### src/rtl/pcmrx_pkg.sv
package pcmrx_pkg;

   typedef enum logic [1:0] {
      FMT_RJ_NARROW  = 2'd0,
      FMT_RJ_WIDE    = 2'd1,
      FMT_I2S_WIDE   = 2'd2,
      FMT_I2S_NARROW = 2'd3
   } fmt_e;

   // I2S-style framing: MSB one slot after the frame-clock edge, left = low
   function automatic logic fmt_is_i2s(fmt_e f);
      return (f == FMT_I2S_WIDE) || (f == FMT_I2S_NARROW);
   endfunction

   // 16-bit sample formats need sign extension
   function automatic logic fmt_is_narrow(fmt_e f);
      return (f == FMT_RJ_NARROW) || (f == FMT_I2S_NARROW);
   endfunction

endpackage

### src/rtl/pcmrx_sync.sv
module pcmrx_sync #(
   parameter int WIDTH  = 3,
   parameter int STAGES = 2
) (
   input  logic             clk,
   input  logic             rst_n,
   input  logic [WIDTH-1:0] d_i,
   output logic [WIDTH-1:0] q_o
);

   if (STAGES < 2) begin : g_bad_stages
      $error("pcmrx_sync: STAGES must be at least 2");
   end
   if (WIDTH < 1) begin : g_bad_width
      $error("pcmrx_sync: WIDTH must be positive");
   end

   logic [STAGES-1:0][WIDTH-1:0] chain_q;

   always_ff @(posedge clk or negedge rst_n) begin
      if (!rst_n) chain_q <= '0;
      else        chain_q <= {chain_q[STAGES-2:0], d_i};
   end

   assign q_o = chain_q[STAGES-1];

endmodule

### src/rtl/pcmrx_slot.sv
module pcmrx_slot
   import pcmrx_pkg::*;
#(
   parameter int SAMPLE_W   = 18,
   parameter int NARROW_W   = 16,
   parameter int HALF_SLOTS = 32
) (
   input  logic                clk,
   input  logic                rst_n,
   input  logic                bck_s,
   input  logic                fck_s,
   input  logic                sd_s,
   input  fmt_e                fmt_i,
   output logic                cap_o,
   output logic                cap_left_o,
   output logic [SAMPLE_W-1:0] cap_word_o
);

   localparam int CNT_W = $clog2(HALF_SLOTS) + 1;
   localparam int EXT_W = SAMPLE_W - NARROW_W;
   localparam logic [CNT_W-1:0] SLOT_SAT        = '1;
   localparam logic [CNT_W-1:0] SLOT_ONE        = CNT_W'(1);
   localparam logic [CNT_W-1:0] SLOT_RJ_LAST    = CNT_W'(HALF_SLOTS - 1);
   localparam logic [CNT_W-1:0] SLOT_I2SW_LAST  = CNT_W'(SAMPLE_W);
   localparam logic [CNT_W-1:0] SLOT_I2SN_LAST  = CNT_W'(NARROW_W - 1);

   if (NARROW_W >= SAMPLE_W) begin : g_bad_narrow
      $error("pcmrx_slot: NARROW_W must be below SAMPLE_W");
   end
   if (SAMPLE_W + 1 > HALF_SLOTS) begin : g_bad_half
      $error("pcmrx_slot: an I2S wide sample must fit after slot 0");
   end

   logic                bck_d;
   logic                fck_q;
   logic [CNT_W-1:0]    slot_q, slot_nxt;
   fmt_e                mode_q;
   logic [SAMPLE_W-1:0] sh_q, sh_nxt;
   logic                bit_edge, trans;
   logic                hit, hit_lvl;
   logic                mode_i2s, mode_narrow;
   logic [SAMPLE_W-1:0] word_ext;
   logic                cap_narrow_q;
   fmt_e                cap_mode_q;

   always_comb begin
      bit_edge    = bck_s & ~bck_d;
      trans       = bit_edge && (fck_s != fck_q);
      sh_nxt      = {sh_q[SAMPLE_W-2:0], sd_s};
      mode_i2s    = fmt_is_i2s(mode_q);
      mode_narrow = fmt_is_narrow(mode_q);
      if (trans)                  slot_nxt = '0;
      else if (slot_q == SLOT_SAT) slot_nxt = SLOT_SAT;
      else                        slot_nxt = slot_q + SLOT_ONE;
      hit_lvl = fck_q;
      hit     = 1'b0;
      if (bit_edge) begin
         if (trans) begin
            // narrow I2S: LSB rides in slot 0 of the next half
            hit = (mode_q == FMT_I2S_NARROW) && (slot_q == SLOT_I2SN_LAST);
         end else begin
            case (mode_q)
               FMT_RJ_NARROW, FMT_RJ_WIDE: hit = (slot_nxt == SLOT_RJ_LAST);
               FMT_I2S_WIDE:               hit = (slot_nxt == SLOT_I2SW_LAST);
               default:                    hit = 1'b0;
            endcase
         end
      end
      if (mode_narrow)
         word_ext = {{EXT_W{sh_nxt[NARROW_W-1]}}, sh_nxt[NARROW_W-1:0]};
      else
         word_ext = sh_nxt;
   end

   always_ff @(posedge clk or negedge rst_n) begin
      if (!rst_n) begin
         bck_d        <= 1'b0;
         fck_q        <= 1'b0;
         slot_q       <= SLOT_SAT;
         mode_q       <= FMT_RJ_NARROW;
         sh_q         <= '0;
         cap_o        <= 1'b0;
         cap_left_o   <= 1'b0;
         cap_word_o   <= '0;
         cap_narrow_q <= 1'b0;
         cap_mode_q   <= FMT_RJ_NARROW;
      end else begin
         bck_d <= bck_s;
         if (bit_edge) begin
            fck_q  <= fck_s;
            slot_q <= slot_nxt;
            sh_q   <= sh_nxt;
            if (trans) mode_q <= fmt_i;
         end
         cap_o <= hit;
         if (hit) begin
            cap_left_o   <= mode_i2s ? ~hit_lvl : hit_lvl;
            cap_word_o   <= word_ext;
            cap_narrow_q <= mode_narrow;
            cap_mode_q   <= mode_q;
         end
      end
   end

   // the active format moves only on a frame-clock transition
   a_r10_mode_hold : assert property (@(posedge clk) disable iff (!rst_n)
      !trans |=> $stable(mode_q));

   // 16-bit captures carry their sign into the upper bits
   a_r9_sign_ext : assert property (@(posedge clk) disable iff (!rst_n)
      (cap_o && cap_narrow_q) |->
         (cap_word_o[SAMPLE_W-1:NARROW_W] == {EXT_W{cap_word_o[NARROW_W-1]}}));

   // wide I2S words complete exactly in slot SAMPLE_W
   a_r5_i2s_wide_slot : assert property (@(posedge clk) disable iff (!rst_n)
      (cap_o && cap_mode_q == FMT_I2S_WIDE) |-> (slot_q == SLOT_I2SW_LAST));

endmodule

### src/rtl/pcmrx_pair.sv
module pcmrx_pair #(
   parameter int SAMPLE_W = 18
) (
   input  logic                clk,
   input  logic                rst_n,
   input  logic                cap_i,
   input  logic                cap_left_i,
   input  logic [SAMPLE_W-1:0] cap_word_i,
   output logic [SAMPLE_W-1:0] left_o,
   output logic [SAMPLE_W-1:0] right_o,
   output logic                valid_o
);

   if (SAMPLE_W < 2) begin : g_bad_w
      $error("pcmrx_pair: SAMPLE_W too small");
   end

   logic                have_left_q;
   logic [SAMPLE_W-1:0] left_hold_q;

   always_ff @(posedge clk or negedge rst_n) begin
      if (!rst_n) begin
         have_left_q <= 1'b0;
         left_hold_q <= '0;
         left_o      <= '0;
         right_o     <= '0;
         valid_o     <= 1'b0;
      end else begin
         valid_o <= 1'b0;
         if (cap_i) begin
            if (cap_left_i) begin
               left_hold_q <= cap_word_i;
               have_left_q <= 1'b1;
            end else begin
               have_left_q <= 1'b0;
               if (have_left_q) begin
                  left_o  <= left_hold_q;
                  right_o <= cap_word_i;
                  valid_o <= 1'b1;
               end
            end
         end
      end
   end

   // strobe lasts one cycle
   a_r8_single_pulse : assert property (@(posedge clk) disable iff (!rst_n)
      valid_o |=> !valid_o);

   // words hold between strobes
   a_r8_words_hold : assert property (@(posedge clk) disable iff (!rst_n)
      !valid_o |-> ($stable(left_o) && $stable(right_o)));

endmodule

### src/rtl/pcm_serial_rx.sv
module pcm_serial_rx
   import pcmrx_pkg::*;
#(
   parameter int SAMPLE_W    = 18,
   parameter int NARROW_W    = 16,
   parameter int HALF_SLOTS  = 32,
   parameter int SYNC_STAGES = 2
) (
   input  logic                clk,
   input  logic                rst_n,
   input  logic                bck_i,
   input  logic                fck_i,
   input  logic                sd_i,
   input  logic [1:0]          fmt_sel_i,
   output logic [SAMPLE_W-1:0] left_o,
   output logic [SAMPLE_W-1:0] right_o,
   output logic                valid_o
);

   localparam int LINES = 3;

   logic [LINES-1:0]    lines_s;
   logic                cap;
   logic                cap_left;
   logic [SAMPLE_W-1:0] cap_word;

   pcmrx_sync #(.WIDTH(LINES), .STAGES(SYNC_STAGES)) u_sync (
      .clk   (clk),
      .rst_n (rst_n),
      .d_i   ({bck_i, fck_i, sd_i}),
      .q_o   (lines_s)
   );

   pcmrx_slot #(
      .SAMPLE_W   (SAMPLE_W),
      .NARROW_W   (NARROW_W),
      .HALF_SLOTS (HALF_SLOTS)
   ) u_slot (
      .clk        (clk),
      .rst_n      (rst_n),
      .bck_s      (lines_s[2]),
      .fck_s      (lines_s[1]),
      .sd_s       (lines_s[0]),
      .fmt_i      (fmt_e'(fmt_sel_i)),
      .cap_o      (cap),
      .cap_left_o (cap_left),
      .cap_word_o (cap_word)
   );

   pcmrx_pair #(.SAMPLE_W(SAMPLE_W)) u_pair (
      .clk        (clk),
      .rst_n      (rst_n),
      .cap_i      (cap),
      .cap_left_i (cap_left),
      .cap_word_i (cap_word),
      .left_o     (left_o),
      .right_o    (right_o),
      .valid_o    (valid_o)
   );

endmodule

### config.mk
export PLATFORM = sky130hd
export DESIGN_NAME = pcm_serial_rx
export DESIGN_NICKNAME = d
export VERILOG_FILES = /design/src/rtl/pcmrx_pkg.sv /design/src/rtl/pcmrx_sync.sv /design/src/rtl/pcmrx_slot.sv /design/src/rtl/pcmrx_pair.sv /design/src/rtl/pcm_serial_rx.sv
export SDC_FILE = /design/constraint.sdc
export NUM_CORES = 1
export LEC_CHECK = 0
export BUFFER_PORTS_ARGS = -buffer_cell sky130_fd_sc_hd__buf_2
export CAP_MARGIN = 25
export CORE_MARGIN = 10
export CORE_UTILIZATION = 35
export DETAILED_ROUTE_END_ITERATION = 10
export PLACE_DENSITY = 0.54
export SLEW_MARGIN = 20
export SYNTH_ARGS = -nofsm -noshare
export SYNTH_HDL_FRONTEND = slang
export SYNTH_SLANG_ARGS = --single-unit
### constraint.sdc
create_clock -name clk -period 2.8 [get_ports clk]
set_clock_uncertainty 0.1 [all_clocks]
set_input_delay 0.14 -clock clk [delete_from_list [all_inputs] [get_ports clk]]
set_output_delay 0.14 -clock clk [all_outputs]
set_load 0.005 [all_outputs]
Word level (Yosys, flattened, before mapping)
Cells that the tools add are included.

cells by class
  add/subtract/negate cells = 1
  equality and inequality tests = 8
  mux-type cells = 11
  bitwise logic cells = 4
  reductions and logical operators = 9

operators by type and width
  kind                 number
  $mux 18              1
  $eq 6x5->1 const B   2
  $mux 6               2
  $mux 1               7
  $add 6x1->6 const B  1
  $eq 6x4->1 const B   1
  $eq 6x6->1 const B   1
  $eq 2x2->1 const B   2
  $reduce_and 2->1     2
  $not 1->1            3
  $reduce_and 3->1     1
  $eq 2x1->1 const B   1
  $logic_and 1x1->1    2
  $logic_not 2->1      1
  $logic_or 1x1->1     2
  $pmux 1 s2           1
  $reduce_or 2->1      1
  $and 1x1->1          1
  $ne 1x1->1           1

storage, ports and cells
  register bits after elaboration = 109
  output and inout port bits = 37
  word-level logic and storage cells = 48

Longest topological paths before layout
Gate-level depths: netlist (run 1).

  depth after elaboration = 8
  gate-level depth with buffers = 8

Hierarchy
From an unflattened synthesis (run 1), not the netlist that was laid out.

second synthesis, totals
  cell total of the unflattened synthesis = 322
  area total of the unflattened synthesis = 4,555.6 um2

modules (own cells, without submodules)
  module      instances  cells each  area an instance (um2)  seq. area each (um2)
  pcmrx_pair  1          120         2,220.9                 1,401.3
  pcmrx_slot  1          193         2,162.1                 1,183.6
  pcmrx_sync  1          9           172.7                   150.1

Least setup slack after synthesis (run 1)
No wires, ideal clock.

  kind = register to register
  start point = reg u_slot.slot_q[0]
  end point = reg u_slot.cap_word_o[10]
  library setup time = 0.079 ns
  arrival = 2.197 ns
  required time = 2.621 ns
  slack = 0.423 ns
  stages on the path, launching flop included = 8
  path buffers = 1
  clock period less this slack = 2.377 ns
  cells stage by stage = dfstp_2 ha_1 and3_1 and3_1 o2111ai_1 nor3_4 buf_6 mux2i_1

between the ends
  word-level cells in the longest chain between the ends = 7

ends and longest elaborated chain
  item                                       RTL line                            text
  start: declaration                         pcmrx_slot.sv:36                    logic [CNT_W-1:0] slot_q, slot_nxt;
  start signal: assignment                   pcmrx_slot.sv:91                    slot_q <= slot_nxt;
  $add 6x1->6 or $eq 6x6->1 (tied branches)  pcmrx_slot.sv:54, pcmrx_slot.sv:53
  $mux 6                                     pcmrx_slot.sv:53                    else if (slot_q == SLOT_SAT) slot_nxt = SLOT_SAT;
  $mux 6                                     pcmrx_slot.sv:52                    if (trans) slot_nxt = '0;
  $eq 6x5->1 (on tied branches)              pcmrx_slot.sv:64, pcmrx_slot.sv:63
  $pmux 1 s2                                 pcmrx_slot.sv:62                    case (mode_q)
  $mux 1 *                                   pcmrx_slot.sv:58                    if (trans) begin
  $mux 1 *                                   pcmrx_slot.sv:57                    if (bit_edge) begin
  end signal: assignment                     pcmrx_slot.sv:98                    cap_word_o <= word_ext;
  end: declaration                           pcmrx_slot.sv:16                    output logic [SAMPLE_W-1:0] cap_word_o

Every way passes the cells marked *; elsewhere a longest branch is shown, timed or not.
A chain may end at the register's enable or synchronous reset.

Final worst setup path (run 1)
  start point = reg u_slot.slot_q[0]
  end point = reg u_slot.cap_word_o[2]

Same word-level chain as after synthesis.

==> qor.txt, run 1 <==
Status: complete, no violations
Net Switching: 835 µW
Number of flops mapped to enable cells by yosys: 0
Total grt overflow: 0
Async set-or-reset flop fraction in the synthesized netlist: 1.00
Switch share: 0.250
Die Width: 136 µm
Post-synthesis simple-gate area fraction: 0.176
Critical Path RT: 2.93 ns
Fin crit period: 2.49 ns
Sequential share of the synthesized area: 0.577
MaxCap Viol Count: 0
Ys Warns: 0
Antenna-violating nets left: 0
Synth area leaders: dfrtp_1 54%, nand2_1 13%, mux2i_1 11%
Inst Count DP: 658
Mapped Avg Cell Area: 10.5 µm²
Xor and xnor area share after synthesis: 0.00555
Clock buffer count from CTS: 9
Slew margin rel.: 0.561
Clock Tree Buf Depth: 2
Synth Area in Adders: 0.0106
Crit path kind: flip-flop to flip-flop
Fin util: 0.418
Number of synthesized register bits: 109
Met1 Use GR: 0.131
Total GRT Usage: 0.107
Grt met2 use: 0.174
Layout cells sized above 1: 0.200
Initial antenna violation count: 0
Die height: 136 µm
# fillers: 1324
DR WL/cell: 13.9 µm
Worst Path Max Fanout: 17
Inserted Diodes: 0
Initial Util: 0.358
H-tree depth: 3
Final setup TNS: 0 ns
CP Launch Type: flip-flop
Vias in the first global route: 3304
Die ar.: 18600 µm²
Max Slew Vio Count: 0
FF-to-FF Start: u_slot.slot_q[0]$_DFFE_PN1P_
R2r setup slk: 0.31 ns
Core area: 13200 µm²
Layout Cells excl Fill: 680
Largest net degree at the start of global routing: 63
1st-iter DRT viols: 175
RSZ-0062 raised after global routing: no
Syn Inst Count: 451
Clock sinks: 109
Synthesized area: 4740 µm²
Post-DP HPWL: 6380 µm
Syn_nets: 462
FP Rows: 42
Combinational family with the most area after synthesis: simple AND/OR/NAND/NOR gates
Clock share of power: 0.391
Clk slew on worst S/H paths: 0.07 ns
HP Class: primary input to async pin
Worst-Margin Slew: 0.659 ns
DRC: 0
Final setup fails: 0
Comb power frac: 0.084
Sequential Power Share: 0.525
Max Clk Rate: 401 MHz
Vias/cell: 4.85
PD cells: 602 nW/µm²
Busiest grt layer: met2
Distinct cell type count after synthesis: 42
First-pass GRT wire length: 16100 µm
Most numerous cell in the Yosys netlist: nand2_1
Multiplexer share of the synthesized area: 0.157
Area share of the largest cell type after synthesis: 0.544
Synth top cells by count: 168 x nand2_1, 103 x dfrtp_1, 52 x mux2i_1
Final hold vios: 0
Worst Setup End Kind: flip-flop
Critical path arrival: 2.62 ns
Reg2reg end: u_slot.cap_word_o[2]$_DFFE_PN0P_
Leakage: 3.04 nW
Clk_lat worst skew: 0.35 ns
Compound-gate portion of the synthesized area: 0.0425
Met3 Track Usage GR: 0.0328
VDD IR max: 0.281 mV
Area leader, netlist: dfrtp_1
Initial DRT Pass Iterations: 6
Period utilization: 0.890
Top_reg_cell synth: dfrtp_1
Port bufs: 43
Area delta synth->final: 16.8%
CTS tree: built
Final nets: 510
Final weighted congestion of routability-driven global placement: 0.799
Io pins: 44
Clock root buffer: clkbuf_16
Routed via count: 3297
Internal Power: 2.50 mW
Drt total wl: 9450 µm
Reg2Reg Depth: 7
critical path, cell delays in order (launching register included):
cell and delay (ns):
dfstp_2 0.58, ha_1 0.28, nand3_1 0.17, or4_4 0.51, or2_1 0.23, buf_4 0.23, mux2i_1 0.19, mux2i_1 0.09
layer usage:
layer	routed length, µm	vias to the layer above
li1	-	1599
met1	4350	1635
met2	4530	49
met3	423	14
met4	151	0
met5	0	-
worst max-delay path by stage:
stage	start	end	slack (ns)	cells after the start
2_1_floorplan	u_slot.slot_q[0]$_DFFE_PN1P_	u_slot.cap_word_o[10]$_DFFE_PN0P_	0.42	7
6_report	u_slot.slot_q[0]$_DFFE_PN1P_	u_slot.cap_word_o[2]$_DFFE_PN0P_	0.31	7
3_5_place_dp	u_slot.slot_q[0]$_DFFE_PN1P_	u_slot.cap_word_o[11]$_DFFE_PN0P_	0.31	7
5_1_grt	u_slot.slot_q[1]$_DFFE_PN1P_	u_slot.cap_word_o[11]$_DFFE_PN0P_	0.16	7
4_1_cts	u_slot.slot_q[0]$_DFFE_PN1P_	u_slot.cap_word_o[2]$_DFFE_PN0P_	0.30	7
3_3_place_gp	u_slot.slot_q[0]$_DFFE_PN1P_	u_slot.cap_word_o[0]$_DFFE_PN0P_	0.41	7
state kept, by name, summed over array words and instances, names as in the netlist:
signal              count
u_pair.left_hold_q     18
u_pair.left_o          18
u_pair.right_o         18
u_slot.cap_word_o      18
u_slot.sh_q            17
u_slot.slot_q           6
u_sync.chain_q          3
u_sync.q_o              3
u_slot.mode_q           2
u_pair.have_left_q      1
u_pair.valid_o          1
u_slot.bck_d            1
u_slot.cap_left_o       1
u_slot.cap_o            1
u_slot.fck_q            1
stage by stage:
step / total power [mW] / setup slack [ns] / hold WS [ns] / instance area (µm²)
floorplan: 1.94 / 0.423 / -0.256 / 4740
global placement: 2.05 / 0.410 / 0.102 / 5170
detailed placement: 2.05 / 0.313 / 0.110 / 5170
CTS: 3.38 / 0.299 / 0.259 / 5540
global route: 3.50 / 0.161 / 0.270 / 5540
finish: 3.33 / 0.307 / 0.242 / 5540
cell usage in the layout (no fill, tap or decap), types with 7 or more instances in the layout:
| cell | count |
|---|---|
| buf_2 | 42 |
| o21ai_0 | 12 |
| inv_1 | 7 |
| dfrtp_1 | 103 |
| mux2_2 | 19 |
| a21oi_1 | 8 |
| buf_4 | 9 |
| nand2_1 | 168 |
| clkbuf_16 | 9 |
| mux2i_1 | 52 |
area by class of cell:
type                       count  area, µm²  area share
timing repair buffer          59        378      0.0682
clock buffer                  10        239      0.0432
clock inverter                 6       68.8      0.0124
tap                          176        220      0.0398
sequential                   109       2740       0.494
inverter                       8       30.0     0.00542
multi-input combinational    312       1870       0.337
kinds of logic (layout without fill, tap and decap cells):
family	count (synthesis)	after routing
xor+xnor	3	3
mux	72	72
compound gates	33	33
simple gates	200	200
buf+inv	30	83
fa+ha+maj	4	4
flops	109	109
power by group through the flow:
stage	Combinational, mW	Sequential [mW]	Clock [mW]
2_1_floorplan	0.197	1.75	0
3_3_place_gp	0.273	1.77	0
3_5_place_dp	0.274	1.78	0
4_1_cts	0.283	1.75	1.35
5_1_grt	0.322	1.76	1.41
6_report	0.281	1.75	1.30
repair_timing:
| action | 4_1_cts | 5_1_grt |
|---|---|---|
| buffers inserted | 0 | 0 |
| gates resized for setup | 0 | 0 |
| endpoints found under the hold margin | 46 | 0 |
| hold buffers | 6 | 0 |
No activity file was read; power rests on OpenSTA's default activity.
==> inputs of run 2 (changes only) <==
Settings changed: BUFFER_PORTS_ARGS -buffer_cell sky130_fd_sc_hd__buf_2 to default, DONT_BUFFER_PORTS from default to 1, PLACE_DENSITY 0.54 to 0.51.
==> run 2 against run 1 <==
Cell area is 4.6% lower. Worst hold slack worse by 0.014 ns. Total power is 2.1% lower. Register-to-register slack hardly changed. Count of clock-buffer cells in the layout stayed put. Setup slack worse by 0.0021 ns. Cell count is 6.9% lower. Combinational power hardly changed. Global-route usage is 0.16 points higher. Die area stayed put.
==> qor.txt, run 2 (synthesized netlist as in run 1, its figures left out) <==
Clk_lat worst skew: 0.35 ns
Total GRT Usage: 0.109
Final hold vios: 0
Period utilization: 0.891
Critical Path RT: 2.93 ns
Reg2Reg Depth: 7
PD cells: 618 nW/µm²
Max Slew Vio Count: 0
Crit path kind: flip-flop to flip-flop
Fin util: 0.399
Total grt overflow: 0
Die ar.: 18600 µm²
Max Clk Rate: 401 MHz
Die Width: 136 µm
Final weighted congestion of routability-driven global placement: 0.809
Fin crit period: 2.49 ns
Clock sinks: 109
Routed via count: 3123
Initial Util: 0.358
Slew margin rel.: 0.425
Tot Pwr: 3.26 mW
Final setup fails: 0
Clock Tree Buf Depth: 2
H-tree depth: 3
Layout cells sized above 1: 0.116
FP Rows: 42
Status: complete, no violations
Worst-path cell chain: ha_1 -> nand3_1 -> or4_4 -> or2_1 -> buf_4 -> mux2i_1 -> mux2i_1
Final nets: 465
Clock root buffer: clkbuf_16
CP max stage cell: dfstp_2
Vias/cell: 4.93
Worst Path Max Fanout: 17
Initial antenna violation count: 0
1st-iter DRT viols: 205
Drt total wl: 9440 µm
First-pass GRT wire length: 16300 µm
FF-to-FF Start: u_slot.slot_q[0]$_DFFE_PN1P_
Io pins: 44
HP Class: primary input to async pin
Port bufs: 0
DRC: 0
Worst-Margin Slew: 0.860 ns
Antenna-violating nets left: 0
Clk slew on worst S/H paths: 0.07 ns
End point of the critical path: u_slot.cap_word_o[2]$_DFFE_PN0P_
CP Launch Type: flip-flop
RSZ-0062 raised after global routing: no
Vias in the first global route: 3179
Initial DRT Pass Iterations: 5
Area delta synth->final: 11.5%
Critical path arrival: 2.63 ns
Worst Setup End Kind: flip-flop
# fillers: 1309
Post-DP HPWL: 6190 µm
Core area: 13200 µm²
Most common cell after layout, fill and taps aside: nand2_1
Clock buffer count from CTS: 9
Die height: 136 µm
Worst setup path start: u_slot.slot_q[0]$_DFFE_PN1P_
Inserted Diodes: 0
R2r setup slk: 0.31 ns
DR WL/cell: 14.9 µm
VDD IR max: 0.313 mV
CTS tree: built
Most common cell on crit path: mux2i_1
Leakage: 2.79 nW
Reg2reg end: u_slot.cap_word_o[2]$_DFFE_PN0P_
Largest net degree at the start of global routing: 110
Final setup TNS: 0 ns
MaxCap Viol Count: 0
Max stage delay on crit path: 0.58 ns
Most frequent cells in the layout: 168 x nand2_1, 103 x dfrtp_1, 52 x mux2i_1, 19 x mux2_2, 12 x o21ai_0
## run 2: power by group
group          internal [mW]  switching [mW]
clock network          0.684           0.552
registers               1.66          0.0892
logic                  0.114           0.165
total                   2.46           0.806
## run 2: layer usage
metal	global-route usage	routed length [µm]	vias up
met4	0.0408	155	0
met5	0	0	-
met1	0.143	4460	1560
met3	0.0336	452	12
li1	-	-	1507
met2	0.165	4370	44
## run 2: final cells by class
| class | count | area [µm²] | area share |
|---|---|---|---|
| flip-flops and latches | 109 | 2740 | 0.518 |
| multi-input cells | 312 | 1870 | 0.353 |
| clock buffers | 10 | 229 | 0.0433 |
| well taps | 176 | 220 | 0.0417 |
| repair buffers | 14 | 153 | 0.0289 |
| clock inverters | 4 | 51.3 | 0.00971 |
| inverters | 8 | 30.0 | 0.00568 |
## run 2: through the flow
step                setup WS, ns  hold slack (ns)  area, µm²  instances
finish                     0.305            0.227       5280        633
global route              0.0995            0.223       5280        633
CTS                        0.302           -0.630       5250        631
detailed placement         0.297           -0.250       4920        612
global placement           0.384           -0.249       4920        612
floorplan                  0.423           -0.256       4740        451
## run 2: repair_timing
item                      CTS  global route
setup buffers               0             0
resized for setup           0             0
hold endpoints to repair  114           109
hold buffers                5             2
## run 2: critical path, delay by kind of cell, from the launching register on
family / cells / cell delay, ns
buffers and inverters: 1 / 0.23
flip-flops: 1 / 0.58
multiplexers: 2 / 0.29
AND/OR/NAND/NOR: 3 / 0.92
adder cells (fa/ha/maj): 1 / 0.26
## run 2: how the worst min path moves through the flow
stage,startpoint,to,depth (start not counted)
global placement,rst_n,u_sync.chain_q[0]$_DFF_PN0_,0
global route,sd_i,u_sync.chain_q[0]$_DFF_PN0_,1
finish,rst_n,u_sync.chain_q[0]$_DFF_PN0_,2
detailed placement,rst_n,u_sync.chain_q[0]$_DFF_PN0_,0
floorplan,rst_n,u_pair.have_left_q$_DFFE_PN0P_,0
CTS,rst_n,u_sync.chain_q[0]$_DFF_PN0_,0
